File: src/rtl/adcwin_pkg.sv
package adcwin_pkg;

  localparam int BYTE_W = 8;

  // byte-lane select for limit writes; bit 1 picks the limit, bit 0 the half
  typedef enum logic [1:0] {
    SEL_ABV_LO = 2'd0,
    SEL_ABV_HI = 2'd1,
    SEL_BLW_LO = 2'd2,
    SEL_BLW_HI = 2'd3
  } lim_sel_e;

endpackage

File: src/rtl/adcwin_limit.sv
module adcwin_limit
  import adcwin_pkg::*;
#(
  parameter int          W       = 16,
  parameter logic [W-1:0] RST_VAL = '0
) (
  input  logic              clk,
  input  logic              rst_n,
  input  logic              wr_lo,
  input  logic              wr_hi,
  input  logic [BYTE_W-1:0] wbyte,
  output logic [W-1:0]      value,
  output logic              commit
);
  localparam int HI_W = W - BYTE_W;

  logic [BYTE_W-1:0] lo_stg;
  logic [HI_W-1:0]   hi_stg;
  logic              lo_seen, hi_seen;
  logic [W-1:0]      next_val;

  // both halves present once this write lands
  assign commit   = (wr_lo || wr_hi) && (wr_lo || lo_seen) && (wr_hi || hi_seen);
  assign next_val = {(wr_hi ? wbyte[HI_W-1:0] : hi_stg), (wr_lo ? wbyte : lo_stg)};

  always_ff @(posedge clk) begin
    if (!rst_n) begin
      lo_stg  <= '0;
      hi_stg  <= '0;
      lo_seen <= 1'b0;
      hi_seen <= 1'b0;
      value   <= RST_VAL;
    end else begin
      if (wr_lo) lo_stg <= wbyte;
      if (wr_hi) hi_stg <= wbyte[HI_W-1:0];
      if (commit) begin
        value   <= next_val;
        lo_seen <= 1'b0;
        hi_seen <= 1'b0;
      end else begin
        lo_seen <= lo_seen | wr_lo;
        hi_seen <= hi_seen | wr_hi;
      end
    end
  end

  // the live limit moves only on a commit
  a_r9_hold_until_pair: assert property (@(posedge clk) disable iff (!rst_n)
    !commit |=> $stable(value));

  // a single half-write never commits on its own
  a_r9_half_no_commit: assert property (@(posedge clk) disable iff (!rst_n)
    (!lo_seen && !hi_seen && (wr_lo ^ wr_hi)) |-> !commit);

endmodule

File: src/rtl/adcwin_cmp.sv
module adcwin_cmp #(
  parameter int W = 16
) (
  input  logic [W-1:0] res,
  input  logic [W-1:0] abv,
  input  logic [W-1:0] blw,
  output logic         inside_mode,
  output logic         hit
);
  function automatic logic win_hit(input logic [W-1:0] r,
                                   input logic [W-1:0] a,
                                   input logic [W-1:0] b);
    logic in_sense;
    in_sense = (b > a);
    if (in_sense) return (r > a) && (r < b);
    else          return (r > a) || (r < b);
  endfunction

  assign inside_mode = (blw > abv);
  assign hit         = win_hit(res, abv, blw);

endmodule

File: src/rtl/adcwin_flag.sv
module adcwin_flag (
  input  logic clk,
  input  logic rst_n,
  input  logic set_evt,
  input  logic clr_evt,
  output logic flag
);
  always_ff @(posedge clk) begin
    if (!rst_n)       flag <= 1'b0;
    else if (set_evt) flag <= 1'b1;
    else if (clr_evt) flag <= 1'b0;
  end

  // sticky without a clear
  a_r6_sticky: assert property (@(posedge clk) disable iff (!rst_n)
    (flag && !clr_evt) |=> flag);

  // a set beats a clear in the same cycle
  a_r8_set_wins: assert property (@(posedge clk) disable iff (!rst_n)
    set_evt |=> flag);

  // a lone clear drops the flag
  a_r7_clear: assert property (@(posedge clk) disable iff (!rst_n)
    (clr_evt && !set_evt) |=> !flag);

endmodule

File: src/rtl/adc_window_monitor.sv
module adc_window_monitor
  import adcwin_pkg::*;
#(
  parameter int RES_W = 16
) (
  input  logic             clk,
  input  logic             rst_n,
  input  logic             res_valid,
  input  logic [RES_W-1:0] res_data,
  input  logic             lim_we,
  input  logic [1:0]       lim_sel,
  input  logic [7:0]       lim_byte,
  input  logic             flag_we,
  input  logic             flag_wdata,
  output logic             win_flag,
  output logic             win_irq
);
  localparam int NLIM = 2;   // index 0 = above limit, 1 = below limit

  logic [RES_W-1:0] lim_val [NLIM];
  logic [NLIM-1:0]  lim_commit;
  logic             inside_mode;
  logic             hit;
  logic             match_evt;
  logic             clear_evt;
  lim_sel_e         sel_e;

  assign sel_e = lim_sel_e'(lim_sel);

  for (genvar i = 0; i < NLIM; i++) begin : g_lim
    localparam logic [RES_W-1:0] RV = (i == 0) ? {RES_W{1'b1}} : {RES_W{1'b0}};
    logic wr_lo_i, wr_hi_i;
    assign wr_lo_i = lim_we && (sel_e == lim_sel_e'({i[0], 1'b0}));
    assign wr_hi_i = lim_we && (sel_e == lim_sel_e'({i[0], 1'b1}));
    adcwin_limit #(.W(RES_W), .RST_VAL(RV)) u_lim (
      .clk    (clk),
      .rst_n  (rst_n),
      .wr_lo  (wr_lo_i),
      .wr_hi  (wr_hi_i),
      .wbyte  (lim_byte),
      .value  (lim_val[i]),
      .commit (lim_commit[i])
    );
  end

  adcwin_cmp #(.W(RES_W)) u_cmp (
    .res         (res_data),
    .abv         (lim_val[0]),
    .blw         (lim_val[1]),
    .inside_mode (inside_mode),
    .hit         (hit)
  );

  assign match_evt = res_valid && hit;
  assign clear_evt = flag_we && !flag_wdata;

  adcwin_flag u_flag (
    .clk     (clk),
    .rst_n   (rst_n),
    .set_evt (match_evt),
    .clr_evt (clear_evt),
    .flag    (win_flag)
  );

  assign win_irq = win_flag;

  // a result sitting on either limit never matches
  a_r4_strict_edges: assert property (@(posedge clk) disable iff (!rst_n)
    (res_valid && (res_data == lim_val[0] || res_data == lim_val[1])) |-> !match_evt);

  // the flag cannot rise without a result strobe
  a_r5_needs_valid: assert property (@(posedge clk) disable iff (!rst_n)
    (!win_flag && !res_valid) |=> !win_flag);

  // in inside sense a match lies above the above limit
  a_r2_inside_bound: assert property (@(posedge clk) disable iff (!rst_n)
    (match_evt && inside_mode) |-> (res_data > lim_val[0]));

  // interrupt tracks the flag
  a_r10_irq: assert property (@(posedge clk) disable iff (!rst_n)
    win_irq == win_flag);

endmodule

File: config.mk
export PLATFORM = sky130hd
export DESIGN_NAME = adc_window_monitor
export DESIGN_NICKNAME = d
export VERILOG_FILES = /design/src/rtl/adcwin_pkg.sv /design/src/rtl/adcwin_limit.sv /design/src/rtl/adcwin_cmp.sv /design/src/rtl/adcwin_flag.sv /design/src/rtl/adc_window_monitor.sv
export SDC_FILE = /design/constraint.sdc
export NUM_CORES = 1
export LEC_CHECK = 0
export BUFFER_PORTS_ARGS = -buffer_cell sky130_fd_sc_hd__buf_4
export CORE_ASPECT_RATIO = 1.1
export CORE_MARGIN = 2
export CORE_UTILIZATION = 55
export DETAILED_ROUTE_END_ITERATION = 10
export MAX_ROUTING_LAYER = met4
export PLACE_DENSITY = 0.75
export SETUP_SLACK_MARGIN = 0.15
export SLEW_MARGIN = 20
export SYNTH_ARGS = -nofsm -noshare
export SYNTH_HDL_FRONTEND = slang
export SYNTH_SLANG_ARGS = --single-unit
export TNS_END_PERCENT = 50
File: constraint.sdc
create_clock -name clk -period 2.8 [get_ports clk]
set_input_delay 0.56 -clock clk [delete_from_list [all_inputs] [get_ports clk]]
set_output_delay 0.56 -clock clk [all_outputs]
set_load 0.02 [all_outputs]
==> run metrics <==
largest family of logic cells by synthesized area=compound AO/OA/AOI/OAI gates; share of cells above drive strength 1=14.76%; xor and xnor area share after synthesis=0%; Least-Margin Pin Slew=0.5023 ns; Num Clock Sinks=69; Compound-Gate Fraction of Synth Area=19.56%; Hold WS=0.4748 ns; Post-Route WL=about 7400 um; num rows=30; ant diodes=0; crit end category=flip-flop; setup TNS=0 ns; clk root buf=clkbuf_8; post-route ant nets=0; Synth Warn #=0; Reg2Reg Depth=9; Remaining DRCs=0; DRT iter0 DRCs=135; Top Ports=34; Die W=approximately 81 um; dpl hpwl=5661 um; Peak Freq=about 0.46 GHz; initial antenna violation count=0; Synth Register Bits=69; Synth Flop Type=dfxtp_1; post-synthesis mux area share=5.093%; maximum vdd ir drop=0.3107 mV; CP arrival=2.40 ns; routed vias/inst=5.462; DP Cell Count=around 480; IO buf count=33; final setup fails=0; final net count=494; total number of vias=2731; pre-CTS WS=0.3685 ns; final max-slew violation count=0; min cycle time layout=around 2.2 ns; PwrDens=530.1 mW/mm^2; CP Launch Type=flip-flop; unique cell type count in the Yosys netlist=38; Congestion Overflow GR=0; worst path required time=about 3 ns; CTS buffer count=9; asr flop ratio synth=0%; Leakage=2.086 nW; Total Routing Usage GR=23.59%; largest net degree at the start of global routing=52; final hold vios=0; post-synthesis average cell area=9.301 um^2; die area=0.007137 mm^2; Worst-path clk slew=0.07 ns; later-pin clock latency in the skew report=0.34 ns; TritonRoute pass-1 iters=4; Finished Layout Cells=500; CORE AREA=0.006231 mm^2; Syn Inst Count=about 380; gpl congestion=0.8704; status=completed; CTS max path bufs=2; Clock Skews=0.008720 ns; post-synthesis adder-cell area fraction=16.51%; vias in the first global route=2537; H-tree depth=3; Net Count, Synth=~460; period utilisation layout=77.74%; Cell Area, Synth=0.003562 mm^2; initial core utilization=between 50% and 60%; hold depth=1; first-pass GRT wire length=12320 um; Hold Crit Class=flip-flop to flip-flop; number of synthesized flops with an enable pin=0; Die Ht=around 88 um; Area Growth Syn to Fin=15.03%; drt wl/cell=14.88 um; setup repair bufs after CTS=0; CTS tree=built; MaxCap Viol Count=0; Post-Synth Simple-Gate Area=14.68%; register area share after synthesis=38.78%; kind of critical path=flip-flop to flip-flop; CP Max Fanout=3; unrepaired setup endpoints after global routing=no; Slew headroom=66.39%; # resized after CTS=0; Setup WS post-layout=0.6232 ns; CTS Hold Bufs=0
==> cell usage in the layout, fill, tap and decap left out, types with 2 or more instances in the layout <==
cell	Yosys	layout
mux2i_1	17	17
o21a_1	3	3
nor3_2	2	2
o22a_1	16	16
nor2_1	7	7
nand2_1	59	59
a211oi_1	3	3
buf_4	1	37
o31ai_1	2	2
a21o_1	8	8
o21ai_0	3	3
nor2b_1	21	21
clkinv_2	0	2
o211ai_1	18	18
ha_1	47	47
clkbuf_8	0	11
nand4_1	7	7
a21oi_1	17	17
bufinv_16	0	2
a21boi_0	16	16
nand3_1	4	4
inv_1	33	33
dfxtp_1	69	69
==> metal layers <==
metal | up-vias | track usage, % | part of all wire (%)
li1 | 1422 | - | -
met1 | 1236 | 31.84 | 51
met4 | 0 | 8.166 | 1.9
met2 | 61 | 35.53 | 44
met5 | - | - | 0
met3 | 12 | 4.592 | 3.4
==> where the power goes <==
| group | leakage (nW) | total, mW | internal (mW) | switching, mW |
|---|---|---|---|---|
| clock | 0.116 | 0.900 | 0.548 | 0.352 |
| sequential | 0.561 | 1.03 | 1.01 | 0.0159 |
| combinational | 1.41 | 0.243 | 0.113 | 0.130 |
| total | 2.09 | 2.17 | 1.67 | 0.499 |
==> cell usage after synthesis, types with 2 or more instances <==
cell type	number	share of area, %
dfxtp_1	69	39
nand2_1	59	6.2
ha_1	47	17
inv_1	33	3.5
nor2b_1	21	3.7
o211ai_1	18	3.8
a21oi_1	17	2.4
mux2i_1	17	4.8
a21boi_0	16	3.4
o22a_1	16	3.9
clkbuf_1	11	1.2
a21o_1	8	1.7
nand4_1	7	1.2
nor2_1	7	0.74
nand3_1	4	0.56
a211oi_1	3	0.63
buf_2	3	0.42
o21a_1	3	0.63
o21ai_0	3	0.42
nor3_2	2	0.56
o31ai_1	2	0.42
==> state kept, by name, summed over array words and instances (netlist names) <==
signal,flops
u_flag.flag,1
g_lim.u_lim.lo_seen,2
g_lim.u_lim.value,32
g_lim.u_lim.lo_stg,16
g_lim.u_lim.hi_seen,2
g_lim.u_lim.hi_stg,16
==> through the flow <==
stage               utilization [%]  total power [mW]  cell area (um^2)
floorplan                         -             1.202              3562
global placement              62.15             1.284              3872
detailed placement            62.15             1.293              3872
CTS                           65.76             2.184              4098
global route                  65.76             2.257              4098
finish                        65.76             2.172              4098
==> worst max-delay path, stage by stage, from the launching register on <==
cell,delay [ns]
dfxtp_1,0.36
inv_1,0.06
ha_1,0.29
o211ai_1,0.08
o21ai_0,0.29
a211oi_1,0.13
o31ai_1,0.40
o21ai_2,0.11
a221oi_2,0.27
nor3b_2,0.07
==> cell type report <==
type / count / area [um^2]
clock buffer: 12 / 155.1
clock inverter: 4 / 70.07
fill: 530 / 2133
inverter: 33 / 123.9
multi-input combinational: 265 / 1989
sequential: 69 / 1381
tap: 80 / 100.1
timing repair buffer: 37 / 277.8
==> cells by family after synthesis <==
family,count (synthesis)
AND/OR/NAND/NOR,107
flip-flops,69
adder cells (fa/ha/maj),47
AO/OA/AOI/OAI,93
buffers and inverters,49
multiplexers,18
==> path summary, 6_finish.rpt <==
kind                            endpoint                     from  slack [ns]
hold reg to reg   g_lim[1].u_lim.hi_seen   g_lim[1].u_lim.hi_seen        0.47
setup reg to reg             u_flag.flag  g_lim[1].u_lim.value[3]        0.62
hold / removal    g_lim[1].u_lim.hi_seen   g_lim[1].u_lim.hi_seen        0.47
setup / recovery             u_flag.flag  g_lim[1].u_lim.value[3]        0.62
Note: power is estimated with default switching activity, not from simulation.
